## src/rtl/blkdma_pkg.sv

```systemverilog
package blkdma_pkg;

  localparam int REG_W   = 16;
  localparam int WORDS_W = REG_W - 1;

  typedef enum logic [2:0] {
    RA_MHI = 3'd0,
    RA_MLO = 3'd1,
    RA_LOC = 3'd2,
    RA_CTL = 3'd3,
    RA_LEN = 3'd4,
    RA_MSK = 3'd5
  } reg_addr_e;

  localparam int CTL_DIR = 0;
  localparam int CTL_SEL = 1;
  localparam int CTL_BSY = 2;
  localparam int CTL_ERR = 3;

  typedef enum logic [2:0] {
    ST_IDLE = 3'd0,
    ST_LRD  = 3'd1,
    ST_LCAP = 3'd2,
    ST_MWR  = 3'd3,
    ST_MRD  = 3'd4
  } eng_state_e;

  typedef struct packed {
    logic [31:0]      maddr;
    logic [REG_W-1:0] laddr;
    logic             dir_in;
    logic             sel_imem;
  } xfer_cfg_t;

endpackage

```

## src/rtl/blkdma_rst_sync.sv

```systemverilog
module blkdma_rst_sync (
  input  logic clk,
  input  logic rst_ni,
  output logic rst_no
);
  logic [1:0] sync_q;

  always_ff @(posedge clk or negedge rst_ni) begin
    if (!rst_ni) sync_q <= 2'b00;
    else         sync_q <= {sync_q[0], 1'b1};
  end

  assign rst_no = sync_q[1];
endmodule

```

## src/rtl/blkdma_launch.sv

```systemverilog
module blkdma_launch
  import blkdma_pkg::*;
#(
  parameter int unsigned MAX_BYTES = 32'h4000
) (
  input  logic               reg_we,
  input  logic [2:0]         reg_addr,
  input  logic [REG_W-1:0]   reg_wdata,
  input  logic               busy,
  input  logic               mask_nz,
  input  logic               dir_in,
  input  logic               sel_imem,
  output logic               start_ok,
  output logic               start_err,
  output logic               start_nop,
  output logic [WORDS_W-1:0] words
);
  logic len_wr;
  logic bad_len;
  logic bad_dir;
  logic bad;
  logic empty;

  always_comb begin
    len_wr    = reg_we && (reg_addr == RA_LEN) && !busy && !mask_nz;
    bad_len   = 32'(reg_wdata) > MAX_BYTES;
    bad_dir   = sel_imem && !dir_in;
    bad       = bad_len || bad_dir;
    words     = reg_wdata[REG_W-1:1];
    empty     = (words == '0);
    start_err = len_wr && bad;
    start_ok  = len_wr && !bad && !empty;
    start_nop = len_wr && (bad || empty);
  end
endmodule

```

## src/rtl/blkdma_regs.sv

```systemverilog
module blkdma_regs
  import blkdma_pkg::*;
(
  input  logic             clk,
  input  logic             rst_n,
  input  logic             reg_we,
  input  logic [2:0]       reg_addr,
  input  logic [REG_W-1:0] reg_wdata,
  output logic [REG_W-1:0] reg_rdata,
  input  logic             busy,
  input  logic             fin,
  input  logic             start_ok,
  input  logic             start_err,
  output xfer_cfg_t        cfg,
  output logic             mask_nz
);
  logic [REG_W-1:0] mhi_q, mhi_d;
  logic [REG_W-1:0] mlo_q, mlo_d;
  logic [REG_W-1:0] loc_q, loc_d;
  logic [REG_W-1:0] len_q, len_d;
  logic [REG_W-1:0] msk_q, msk_d;
  logic             dir_q, dir_d;
  logic             sel_q, sel_d;
  logic             err_q, err_d;

  logic wr_mhi, wr_mlo, wr_loc, wr_ctl, wr_len, wr_msk;
  logic en_cfg, en_len, en_err;

  always_comb begin
    wr_mhi = reg_we && (reg_addr == RA_MHI);
    wr_mlo = reg_we && (reg_addr == RA_MLO);
    wr_loc = reg_we && (reg_addr == RA_LOC);
    wr_ctl = reg_we && (reg_addr == RA_CTL);
    wr_len = reg_we && (reg_addr == RA_LEN) && !busy;
    wr_msk = reg_we && (reg_addr == RA_MSK);

    mhi_d = wr_mhi ? reg_wdata : mhi_q;
    mlo_d = wr_mlo ? reg_wdata : mlo_q;
    loc_d = wr_loc ? reg_wdata : loc_q;
    msk_d = wr_msk ? reg_wdata : msk_q;
    dir_d = wr_ctl ? reg_wdata[CTL_DIR] : dir_q;
    sel_d = wr_ctl ? reg_wdata[CTL_SEL] : sel_q;
    en_cfg = wr_mhi | wr_mlo | wr_loc | wr_msk | wr_ctl;

    len_d  = len_q;
    en_len = 1'b0;
    if (wr_len) begin
      len_d  = start_ok ? reg_wdata : '0;
      en_len = 1'b1;
    end else if (fin) begin
      len_d  = '0;
      en_len = 1'b1;
    end

    err_d  = err_q;
    en_err = 1'b0;
    if (start_err) begin
      err_d  = 1'b1;
      en_err = 1'b1;
    end else if (wr_ctl && reg_wdata[CTL_ERR]) begin
      err_d  = 1'b0;
      en_err = 1'b1;
    end
  end

  always_ff @(posedge clk or negedge rst_n) begin
    if (!rst_n) begin
      mhi_q <= '0;
      mlo_q <= '0;
      loc_q <= '0;
      msk_q <= '0;
      dir_q <= 1'b0;
      sel_q <= 1'b0;
    end else if (en_cfg) begin
      mhi_q <= mhi_d;
      mlo_q <= mlo_d;
      loc_q <= loc_d;
      msk_q <= msk_d;
      dir_q <= dir_d;
      sel_q <= sel_d;
    end
  end

  always_ff @(posedge clk or negedge rst_n) begin
    if (!rst_n)      len_q <= '0;
    else if (en_len) len_q <= len_d;
  end

  always_ff @(posedge clk or negedge rst_n) begin
    if (!rst_n)      err_q <= 1'b0;
    else if (en_err) err_q <= err_d;
  end

  always_comb begin
    reg_rdata = '0;
    case (reg_addr)
      RA_MHI: reg_rdata = mhi_q;
      RA_MLO: reg_rdata = mlo_q;
      RA_LOC: reg_rdata = loc_q;
      RA_CTL: begin
        reg_rdata[CTL_DIR] = dir_q;
        reg_rdata[CTL_SEL] = sel_q;
        reg_rdata[CTL_BSY] = busy;
        reg_rdata[CTL_ERR] = err_q;
      end
      RA_LEN: reg_rdata = len_q;
      RA_MSK: reg_rdata = msk_q;
      default: reg_rdata = '0;
    endcase
  end

  always_comb begin
    cfg.maddr    = {mhi_q, mlo_q};
    cfg.laddr    = loc_q;
    cfg.dir_in   = dir_q;
    cfg.sel_imem = sel_q;
    mask_nz      = (msk_q != '0);
  end
endmodule

```

## src/rtl/blkdma_engine.sv

```systemverilog
module blkdma_engine
  import blkdma_pkg::*;
#(
  parameter int LADDR_W = 12
) (
  input  logic               clk,
  input  logic               rst_n,
  input  logic               start_ok,
  input  logic               start_nop,
  input  logic [WORDS_W-1:0] words,
  input  xfer_cfg_t          cfg,
  output logic               busy,
  output logic               fin,
  output logic               done,
  output logic               mm_req,
  output logic               mm_we,
  output logic [31:0]        mm_addr,
  output logic [REG_W-1:0]   mm_wdata,
  input  logic [REG_W-1:0]   mm_rdata,
  input  logic               mm_ack,
  output logic               imem_we,
  output logic [LADDR_W-1:0] imem_addr,
  output logic [REG_W-1:0]   imem_wdata,
  output logic               dmem_re,
  output logic               dmem_we,
  output logic [LADDR_W-1:0] dmem_addr,
  output logic [REG_W-1:0]   dmem_wdata,
  input  logic [REG_W-1:0]   dmem_rdata
);
  eng_state_e         state_q, state_d;
  logic [31:0]        maddr_q, maddr_d;
  logic [LADDR_W-1:0] laddr_q, laddr_d;
  logic [WORDS_W-1:0] rem_q, rem_d;
  logic [REG_W-1:0]   buf_q;
  logic               sel_q, sel_d;
  logic               done_q;

  logic load;
  logic step;
  logic last;
  logic cnt_en;
  logic buf_en;

  assign last = (rem_q == WORDS_W'(1));

  always_comb begin
    state_d = state_q;
    sel_d   = sel_q;
    load    = 1'b0;
    step    = 1'b0;
    mm_req  = 1'b0;
    mm_we   = 1'b0;
    dmem_re = 1'b0;
    dmem_we = 1'b0;
    imem_we = 1'b0;
    case (state_q)
      ST_IDLE: begin
        if (start_ok) begin
          load    = 1'b1;
          sel_d   = cfg.sel_imem;
          state_d = cfg.dir_in ? ST_MRD : ST_LRD;
        end
      end
      ST_LRD: begin
        dmem_re = 1'b1;
        state_d = ST_LCAP;
      end
      ST_LCAP: begin
        state_d = ST_MWR;
      end
      ST_MWR: begin
        mm_req = 1'b1;
        mm_we  = 1'b1;
        if (mm_ack) begin
          step    = 1'b1;
          state_d = last ? ST_IDLE : ST_LRD;
        end
      end
      ST_MRD: begin
        mm_req = 1'b1;
        if (mm_ack) begin
          step    = 1'b1;
          imem_we = sel_q;
          dmem_we = !sel_q;
          state_d = last ? ST_IDLE : ST_MRD;
        end
      end
      default: state_d = ST_IDLE;
    endcase
  end

  always_comb begin
    maddr_d = maddr_q;
    laddr_d = laddr_q;
    rem_d   = rem_q;
    if (load) begin
      maddr_d = cfg.maddr;
      laddr_d = cfg.laddr[LADDR_W-1:0];
      rem_d   = words;
    end else if (step) begin
      maddr_d = maddr_q + 32'd2;
      laddr_d = laddr_q + LADDR_W'(1);
      rem_d   = rem_q - WORDS_W'(1);
    end
    cnt_en = load | step;
    buf_en = (state_q == ST_LCAP);
    fin    = step && last;
  end

  always_ff @(posedge clk or negedge rst_n) begin
    if (!rst_n) begin
      state_q <= ST_IDLE;
      sel_q   <= 1'b0;
      done_q  <= 1'b0;
    end else begin
      state_q <= state_d;
      sel_q   <= sel_d;
      done_q  <= fin | start_nop;
    end
  end

  always_ff @(posedge clk or negedge rst_n) begin
    if (!rst_n) begin
      maddr_q <= '0;
      laddr_q <= '0;
      rem_q   <= '0;
    end else if (cnt_en) begin
      maddr_q <= maddr_d;
      laddr_q <= laddr_d;
      rem_q   <= rem_d;
    end
  end

  always_ff @(posedge clk or negedge rst_n) begin
    if (!rst_n)      buf_q <= '0;
    else if (buf_en) buf_q <= dmem_rdata;
  end

  assign busy       = (state_q != ST_IDLE);
  assign done       = done_q;
  assign mm_addr    = maddr_q;
  assign mm_wdata   = buf_q;
  assign imem_addr  = laddr_q;
  assign dmem_addr  = laddr_q;
  assign imem_wdata = mm_rdata;
  assign dmem_wdata = mm_rdata;
endmodule

```

## src/rtl/blkdma_top.sv

```systemverilog
module blkdma_top
  import blkdma_pkg::*;
#(
  parameter int          LADDR_W   = 12,
  parameter int unsigned MAX_BYTES = 32'h4000
) (
  input  logic               clk,
  input  logic               rst_n,
  input  logic               reg_we,
  input  logic [2:0]         reg_addr,
  input  logic [15:0]        reg_wdata,
  output logic [15:0]        reg_rdata,
  output logic               mm_req,
  output logic               mm_we,
  output logic [31:0]        mm_addr,
  output logic [15:0]        mm_wdata,
  input  logic [15:0]        mm_rdata,
  input  logic               mm_ack,
  output logic               imem_we,
  output logic [LADDR_W-1:0] imem_addr,
  output logic [15:0]        imem_wdata,
  output logic               dmem_re,
  output logic               dmem_we,
  output logic [LADDR_W-1:0] dmem_addr,
  output logic [15:0]        dmem_wdata,
  input  logic [15:0]        dmem_rdata,
  output logic               done
);
  logic               rst_s;
  logic               busy;
  logic               fin;
  logic               start_ok;
  logic               start_err;
  logic               start_nop;
  logic               mask_nz;
  logic [WORDS_W-1:0] words;
  xfer_cfg_t          cfg;

  blkdma_rst_sync u_rst (
    .clk    (clk),
    .rst_ni (rst_n),
    .rst_no (rst_s)
  );

  blkdma_regs u_regs (
    .clk       (clk),
    .rst_n     (rst_s),
    .reg_we    (reg_we),
    .reg_addr  (reg_addr),
    .reg_wdata (reg_wdata),
    .reg_rdata (reg_rdata),
    .busy      (busy),
    .fin       (fin),
    .start_ok  (start_ok),
    .start_err (start_err),
    .cfg       (cfg),
    .mask_nz   (mask_nz)
  );

  blkdma_launch #(.MAX_BYTES(MAX_BYTES)) u_launch (
    .reg_we    (reg_we),
    .reg_addr  (reg_addr),
    .reg_wdata (reg_wdata),
    .busy      (busy),
    .mask_nz   (mask_nz),
    .dir_in    (cfg.dir_in),
    .sel_imem  (cfg.sel_imem),
    .start_ok  (start_ok),
    .start_err (start_err),
    .start_nop (start_nop),
    .words     (words)
  );

  blkdma_engine #(.LADDR_W(LADDR_W)) u_eng (
    .clk        (clk),
    .rst_n      (rst_s),
    .start_ok   (start_ok),
    .start_nop  (start_nop),
    .words      (words),
    .cfg        (cfg),
    .busy       (busy),
    .fin        (fin),
    .done       (done),
    .mm_req     (mm_req),
    .mm_we      (mm_we),
    .mm_addr    (mm_addr),
    .mm_wdata   (mm_wdata),
    .mm_rdata   (mm_rdata),
    .mm_ack     (mm_ack),
    .imem_we    (imem_we),
    .imem_addr  (imem_addr),
    .imem_wdata (imem_wdata),
    .dmem_re    (dmem_re),
    .dmem_we    (dmem_we),
    .dmem_addr  (dmem_addr),
    .dmem_wdata (dmem_wdata),
    .dmem_rdata (dmem_rdata)
  );
endmodule

```

## config.mk

```make
export PLATFORM = sky130hd
export DESIGN_NAME = blkdma_top
export DESIGN_NICKNAME = d
export VERILOG_FILES = /design/src/rtl/blkdma_pkg.sv /design/src/rtl/blkdma_rst_sync.sv /design/src/rtl/blkdma_launch.sv /design/src/rtl/blkdma_regs.sv /design/src/rtl/blkdma_engine.sv /design/src/rtl/blkdma_top.sv
export SDC_FILE = /design/constraint.sdc
export NUM_CORES = 1
export LEC_CHECK = 0
export ABC_AREA = 1
export CAP_MARGIN = 20
export CORE_MARGIN = 4
export CORE_UTILIZATION = 40
export CTS_CLUSTER_DIAMETER = 50
export DETAILED_ROUTE_END_ITERATION = 6
export PLACE_DENSITY_LB_ADDON = 0.08
export SLEW_MARGIN = 20
export SYNTH_ARGS = -nofsm -noshare
export SYNTH_HDL_FRONTEND = slang
export SYNTH_SLANG_ARGS = --single-unit
```

## constraint.sdc

```tcl
create_clock -name clk -period 6.56 [get_ports clk]
set_input_delay 0.984 -clock clk [delete_from_list [all_inputs] [get_ports clk]]
set_output_delay 0.984 -clock clk [all_outputs]
set_load 0.03 [all_outputs]
```

* Yosys cells after proc, flatten, opt, wreduce, memory -nomap -nowiden
Cells that the tools add are included.
** Storage, ports and cells
- Output and inout bits :: 126
- Input port bits :: 55
- Logic and storage cells :: 116
- Register bits after elaboration :: 165
** Cells by class
- Order comparisons :: 1
- Bitwise gates (word level) :: 6
- Equal/unequal tests :: 13
- Reduce and logical (&&, ||, !) cells :: 42
- $add $sub $neg :: 3
- Muxes and demuxes :: 35
** Operator list (number)
- $mux W32 :: 2
- $pmux W12 S5 :: 1
- $mux W16 :: 3
- $add A32 B2 Y32 const B :: 1
- $mux W15 :: 2
- $mux W12 :: 2
- $pmux W4 S6 :: 1
- $mux W1 :: 18
- $reduce_and A2 Y1 :: 9
- $gt A16 B15 Y1 const B :: 1
- $reduce_bool A16 Y1 :: 1
- $eq A15 B1 Y1 const B :: 1
- $logic_and A1 B1 Y1 :: 15
- $logic_not A15 Y1 :: 1
- $mux W3 :: 5
- $pmux W3 S5 :: 1
- $sub A15 B1 Y15 const B :: 1
- $add A12 B1 Y12 const B :: 1
- $eq A3 B2 Y1 const B :: 4
- $eq A3 B3 Y1 const B :: 3
- $eq A3 B1 Y1 const B :: 2
- $logic_not A1 Y1 :: 6
- $logic_not A3 Y1 :: 2
- $ne A2 B2 Y1 const B :: 3
- other kinds (6) :: 14

* Longest topological paths before layout
Gate-level depths: netlist (run 1).
- Depth after elaboration :: 10
- Mapped depth :: 10
- Mapped depth without buffers :: 10

* Cells and area by module
Synthesis (run 1) repeated with hierarchy kept, for this count alone.
** Unflattened totals
- Cells, all modules :: 1434
- Area, all modules :: 10072.2 um2
** By module, submodules not included
- blkdma_engine :: sequential area each 2001.9 um2, cells each 814, instances 1, area each 5531.6 um2
- blkdma_regs :: sequential area each 2077.0 um2, cells each 564, instances 1, area each 4201.5 um2
- blkdma_launch :: sequential area each 0.0 um2, cells each 53, instances 1, area each 285.3 um2
- blkdma_rst_sync :: sequential area each 50.0 um2, cells each 3, instances 1, area each 53.8 um2

* Least setup slack after synthesis (run 1)
No wires, ideal clock.
- Path kind :: input-to-output
- Start point :: input port reg_addr[2]
- End point :: output port reg_rdata[11]
- Stages :: 4
- Slack :: 3.255 ns
- Path buffers :: 0
- Data required time :: 5.576 ns
- Arrival :: 2.321 ns
- Cell sequence :: inv_1 nor3_4 clkinv_1 o21ai_0
** On the way
- Longest elaborated chain between the ends :: 2
- Elaborated cells between the ends (all ways) :: 6
- Classes of those cells :: 4 x eq/ne; 1 x mux; 1 x reduce/logical
** RTL lines
- from (decl) :: RTL line blkdma_top.sv:10 : input logic [2:0] reg_addr,
- $eq A3 B3 Y1 (tied with other cells) :: RTL line blkdma_regs.sv:96 : case (reg_addr)
- $pmux W12 S5 (*) :: RTL line blkdma_regs.sv:96
- to (decl) :: RTL line blkdma_top.sv:12 : output logic [15:0] reg_rdata,
Mark *: on every way between the ends. The rest lies on a longest branch, timed or not.

* Worst setup path in the final report (run 1)
- Start point :: input port reg_addr[1]
- End point :: output port reg_rdata[11]
Same word-level chain as after synthesis.

==> impl_metrics.csv, run 1 <==
group,metric,value,unit
synthesis,ys_seq_area_frac,0.463,
worst_setup_path,cp_data_arrival_time,3.86,ns
worst_setup_path,r2r_slack,3.29,ns
route,route.detailed.drc,0,
synthesis,synth_nets,1172,
synthesis,netlist_top_cells_area,"dfrtp_1, nand2_1, nand3_1",
placement,dp_hpwl,20200,um
floorplan,die_area,24800,um2
cells_and_area,area_growth,20.4,%
synthesis,netlist_top_cells_count,"nand2_1, dfrtp_1, nand3_1",
clocking,clk_latency,0.43,ns
floorplan,fp.dieW,157,um
synthesis,synth_top_area_share,0.463,
cells_and_area,fin_area,10700,um2
floorplan,die_height,157,um
power,power.total,3.68,mW
synthesis,yosysWarnings,0,
global_route,antenna_found_initial,0,
floorplan,initial_core_util,0.408,
timing,min_period,4.84,ns
timing,fmax,0.206,GHz
synthesis,synth_top_flop_cell,"dfrtp_1",
synthesis,synth_most_common_cell,"nand2_1",
worst_setup_path,r2r_end,"u_regs.len_q[8]",
timing,worst_slew_pin_slew,1.00,ns
timing,grt_setup_unrepaired,"no",
job,cap_violations,0,
placement,pre_cts_slack,1.78,ns
worst_setup_path,crit_path_start_kind,"input pin",
power,leakagePower,4.76,nW
route,vias,7956,
clocking,cts_tree,"built",
clocking,clockRootBuffer,"clkbuf_16",
synthesis,netlist_instances,1113,
global_route,grt_usage,0.232,
synthesis,synth-edff-count,0,
route,drtIter0Drc,522,
cells_and_area,drive_above_1_share,0.0572,
placement,gp_congestion,0.912,
clocking,htreeDepth,4,
cells_and_area,final_nets,1235,
worst_setup_path,rr_startpoint,"u_eng.state_q[2]",
clocking,clkTransAtPathRegs,0.07,ns
worst_setup_path,ff2ff_path_depth,9,
synthesis,synth_area,8920,um2
timing,drv_slew,0,
placement,portBuffers,132,
synthesis,syn_avg_cell_area,8.02,um2
power,peakVddDrop,217,uV
route,routed_wl,28100,um
floorplan,rows,54,
cells_and_area,diodes,0,
worst_setup_path,crit_path_end_kind,"output pin",
worst_setup_path,crit_required,5.58,ns
clocking,clkSinkCount,165,
timing,setup_tns,0,ns
route,viasPerCell,5.42,
worst_setup_path,path_max_fanout,10,
timing,max_slew_margin,0.329,
timing,fin_crit_sh,0.739,
route,ant_nets,0,
clocking,cts_hold_buf,0,
clocking,numCtsBuffers,17,
clocking,cts_resized,0,
timing,layout_setup_ws,1.72,ns
route,wl_per_cell,19.1,um
timing,skew,0.0121,ns
global_route,grt_max_degree,61,
synthesis,yosysTopAreaCell,"dfrtp_1",
timing,setup_violations,0,
clocking,cts_buffer_depth,2,
worst_setup_path,crit_type,"in -> out",
global_route,grt_first_pass_wirelength,44800,um
power,pwr_density_cell,342,nW/um2
worst_setup_path,endpoint,"reg_rdata[11]",
floorplan,io_pins,181,
timing,hold_viol,0,
placement,dpl_cell_area,10100,um2
synthesis,ys_ff_latch,165,
synthesis,ys_async_sr_fraction,1.00,
global_route,gr-total-overflow,0,
clocking,postCtsSetupRepairBufs,0,
floorplan,core-area,21900,um2
outcome,run_status,"finished clean",
global_route,first_global_vias,7537,
route,dr.pass1.iters,5,
synthesis,ys_types,37,
worst_setup_path,timing.critical_path.from,"reg_addr[1]",
hold_path,hold_path.class,"reg -> async",
worst max-delay path: stages:
cell             delay, ns
clkdlybuf4s50_1       0.51
nor3_4                0.56
clkinv_1              0.55
o21ai_0               0.50
clkdlybuf4s50_1       0.75
sequential cells by signal, summed over array words and instances (netlist names):
signal	flops
u_eng.done	1
u_eng.sel_q	1
u_regs.sel_q	1
u_regs.len_q	16
u_regs.msk_q	16
u_regs.err_q	1
u_eng.mm_addr	32
u_eng.rem_q	15
u_rst.sync_q	2
u_regs.dir_q	1
u_eng.mm_wdata	16
u_regs.mhi_q	16
u_regs.loc_q	16
u_eng.dmem_addr	12
u_eng.state_q	3
u_regs.mlo_q	16
how the worst min path moves through the flow:
stage / depth (start not counted) / slack, ns / endpoint
floorplan: 0 / 0.33 / u_rst.sync_q[1]
global placement: 0 / 0.33 / u_rst.sync_q[1]
detailed placement: 0 / 0.34 / u_rst.sync_q[1]
CTS: 0 / 0.36 / u_rst.sync_q[1]
global route: 0 / 0.36 / u_rst.sync_q[1]
finish: 0 / 0.36 / u_regs.mhi_q[12]
cells by family after synthesis:
| logic type | synth area share |
|---|---|
| and+or+nand+nor | 0.297 |
| buffers and inverters | 0.0912 |
| DFF | 0.463 |
| AOI/OAI and AO/OA | 0.0895 |
| xor gates and xnor gates | 0.0334 |
| muxes | 0.0202 |
| adders and majority gates | 0.00561 |
| other | 0.000420 |
per-stage QoR:
| step | instances | utilization | hold WS (ns) |
|---|---|---|---|
| after floorplan | 1113 | - | 0.331 |
| after global placement | 1435 | 0.462 | 0.334 |
| after detailed placement | 1436 | 0.463 | 0.341 |
| after CTS | 1468 | 0.490 | 0.357 |
| after global routing | 1469 | 0.490 | 0.361 |
| final | 1469 | 0.490 | 0.356 |
layout by cell type (no fill, tap or decap), types with 2 or more instances in the layout:
| cell type | netlist | routed |
|---|---|---|
| o21ai_0 | 82 | 82 |
| bufinv_16 | 0 | 2 |
| nand2_1 | 270 | 269 |
| xor2_1 | 20 | 20 |
| a22o_1 | 7 | 7 |
| nor2_1 | 83 | 83 |
| nand3b_1 | 11 | 11 |
| a21oi_1 | 18 | 18 |
| o21ai_1 | 4 | 4 |
| clkinv_1 | 5 | 5 |
| mux2_2 | 16 | 16 |
| inv_6 | 0 | 7 |
| a221o_1 | 4 | 4 |
| clkinvlp_4 | 0 | 4 |
| nand3_1 | 145 | 145 |
| inv_1 | 66 | 66 |
| clkdlybuf4s50_1 | 0 | 132 |
| nand4_1 | 60 | 60 |
| o2111ai_1 | 3 | 3 |
| dfrtp_1 | 165 | 164 |
| o22ai_1 | 6 | 6 |
| clkbuf_16 | 0 | 17 |
| o21bai_1 | 2 | 2 |
| xnor2_1 | 14 | 14 |
| or2_2 | 3 | 3 |
| ha_1 | 4 | 4 |
| nor3_1 | 11 | 11 |
| buf_4 | 44 | 6 |
| o211ai_1 | 7 | 7 |
| a221oi_1 | 2 | 2 |
layout make-up:
| class | count | area [um2] |
|---|---|---|
| Tap cell | 280 | 350 |
| Multi-Input combinational cell | 780 | 3990 |
| Sequential cell | 165 | 4130 |
| Timing Repair Buffer | 140 | 1400 |
| Clock buffer | 17 | 425 |
| Fill cell | 2194 | 11200 |
| Clock inverter | 15 | 168 |
| Inverter | 72 | 270 |
report_power, final:
group	internal, mW	switching [mW]
logic	0.476	0.690
registers	1.26	0.223
clock network	0.572	0.459
total	2.30	1.37
routing by layer:
layer,up-vias,GRT usage,wire length (um)
met2,250,0.346,12500
li1,3853,-,-
met3,16,0.0465,1790
met4,0,0.0524,352
met5,-,0,0
met1,3837,0.348,13500
Power figures use the tool's default switching activity.
==> inputs of run 2 (changes only) <==
clock period = 4.35 ns   (was 6.56 ns; I/O delays follow)
==> run 2 against run 1 <==
  * Wire length about the same
  * Clock skew shrank 0.0027 ns
  * Utilization increased by 0.30 points
  * Global-route usage is 0.14 points higher
  * Cell count rose by 0.54%
  * Hold slack lost 0.0082 ns
  * Via count down 0.33%
  * Critical path depth is 4 higher
  * Combinational power increased by 50%
  * Count of clock-buffer cells in the layout rose by 1
  * Sequential power increased by 51%
==> impl_metrics.csv, run 2 (synthesized netlist as in run 1, its figures left out) <==
group,metric,value,unit
outcome,run_status,"finished clean",
worst_setup_path,crit_required,3.70,ns
timing,skew,0.00937,ns
worst_setup_path,crit_family,"buffers and inverters",
floorplan,die_height,157,um
route,viasPerCell,5.37,
worst_setup_path,cp_cell_sequence,"clkdlybuf4s50_1 -> nor2_1 -> nand2_1 -> clkinv_1 -> nand2_1 -> nand2_1 -> a221oi_1 -> o21ai_0 -> clkdlybuf4s50_1",
timing,grt_setup_unrepaired,"no",
clocking,clkSinkCount,165,
timing,max_slew_margin,0.291,
floorplan,rows,54,
worst_setup_path,cp_data_arrival_time,3.17,ns
route,vias,7930,
route,dr.pass1.iters,5,
worst_setup_path,crit_path_end_kind,"output pin",
clocking,cts_hold_buf,0,
clocking,postCtsSetupRepairBufs,0,
timing,setup_violations,0,
global_route,antenna_found_initial,0,
placement,gp_congestion,0.919,
clocking,htreeDepth,4,
cells_and_area,final_nets,1243,
timing,drv_slew,0,
worst_setup_path,path_max_fanout,17,
route,route.detailed.drc,0,
clocking,cts_resized,0,
power,pwr_density_cell,516,nW/um2
placement,dpl_cell_area,10200,um2
placement,portBuffers,132,
timing,layout_setup_ws,0.523,ns
route,wl_per_cell,19.0,um
global_route,grt_max_degree,86,
worst_setup_path,critPathBufInv,3,
floorplan,core-area,21900,um2
cells_and_area,final_common_cell,"nand2_1",
job,cap_violations,0,
global_route,grt_first_pass_wirelength,44600,um
clocking,clk_latency,0.43,ns
cells_and_area,final_cells,1477,
route,ant_nets,0,
placement,dp_hpwl,20600,um
placement,post-place-cells,1445,
cells_and_area,fin_area,10800,um2
worst_setup_path,crit_type,"in -> out",
route,drtIter0Drc,665,
worst_setup_path,crit_path_start_kind,"input pin",
worst_setup_path,critPathSlowestCell,"clkdlybuf4s50_1",
timing,worst_slew_pin_slew,1.06,ns
hold_path,hold_path.class,"reg -> async",
clocking,clkTransAtPathRegs,0.07,ns
global_route,grt_usage,0.233,
worst_setup_path,critPathMaxStageDelay,0.65,ns
route,routed_wl,28100,um
timing,hold_viol,0,
floorplan,io_pins,181,
clocking,clockRootBuffer,"clkbuf_16",
timing,min_period,3.83,ns
timing,fin_crit_sh,0.880,
cells_and_area,largest_register_ffs,32,
floorplan,die_area,24800,um2
global_route,first_global_vias,7700,
worst_setup_path,cp_common_cell,"nand2_1",
clocking,numCtsBuffers,17,
floorplan,fp.dieW,157,um
timing,setup_tns,0,ns
clocking,cts_buffer_depth,2,
power,leakagePower,4.80,nW
clocking,cts_tree,"built",
global_route,gr-total-overflow,0,
cells_and_area,final_cell_mix,"nand2_1, dfrtp_1, nand3_1",
cells_and_area,drive_above_1_share,0.0627,
cells_and_area,area_growth,21.1,%
floorplan,initial_core_util,0.408,
power,peakVddDrop,352,uV
timing,fmax,0.261,GHz
cells_and_area,diodes,0,
placement,pre_cts_slack,0.530,ns
## run 2: final cells by class
| type | count | area, um2 |
|---|---|---|
| Multi-Input combinational cell | 780 | 3990 |
| Clock inverter | 14 | 176 |
| Sequential cell | 165 | 4130 |
| Inverter | 72 | 270 |
| Tap cell | 280 | 350 |
| Fill cell | 2133 | 11100 |
| Timing Repair Buffer | 148 | 1450 |
| Clock buffer | 18 | 429 |
## run 2: power breakdown
group          switching, mW  internal (mW)  leakage [nW]  total [mW]
clock network          0.668          0.911         0.280        1.58
registers              0.339           1.89          2.12        2.23
logic                   1.04          0.725          2.40        1.76
## run 2: layer usage
metal,global-route usage,routed length (um),up-vias,share of wire
met1,0.344,13300,3788,0.47
met2,0.343,12300,248,0.44
met4,0.0721,569,0,0.020
met3,0.0506,1900,36,0.068
met5,0,0,-,0
li1,-,-,3858,-
## run 2: stage by stage
step	util	total power, mW	hold WS (ns)
final	0.493	5.57	0.347
after global placement	0.466	4.01	0.334
after global routing	0.493	5.90	0.364
after detailed placement	0.466	4.03	0.343
after CTS	0.493	5.62	0.360
after floorplan	-	3.40	0.331
## run 2: final timing paths
| path | from | to | slack [ns] | cells after the start |
|---|---|---|---|---|
| worst max-delay path | reg_addr[0] | reg_rdata[11] | 0.52 | 9 |
| worst min-delay path | u_rst.sync_q[1] | u_regs.mhi_q[13] | 0.35 | 0 |
| worst max register to register | u_eng.state_q[0] | u_eng.dmem_addr[0] | 1.73 | 9 |
| worst min register to register | u_rst.sync_q[1] | u_regs.mhi_q[13] | 0.35 | 0 |
| max in group asynchronous | u_rst.sync_q[1] | u_regs.loc_q[4] | 3.04 | 1 |
| min in group clk | u_rst.sync_q[0] | u_rst.sync_q[1] | 0.35 | 0 |
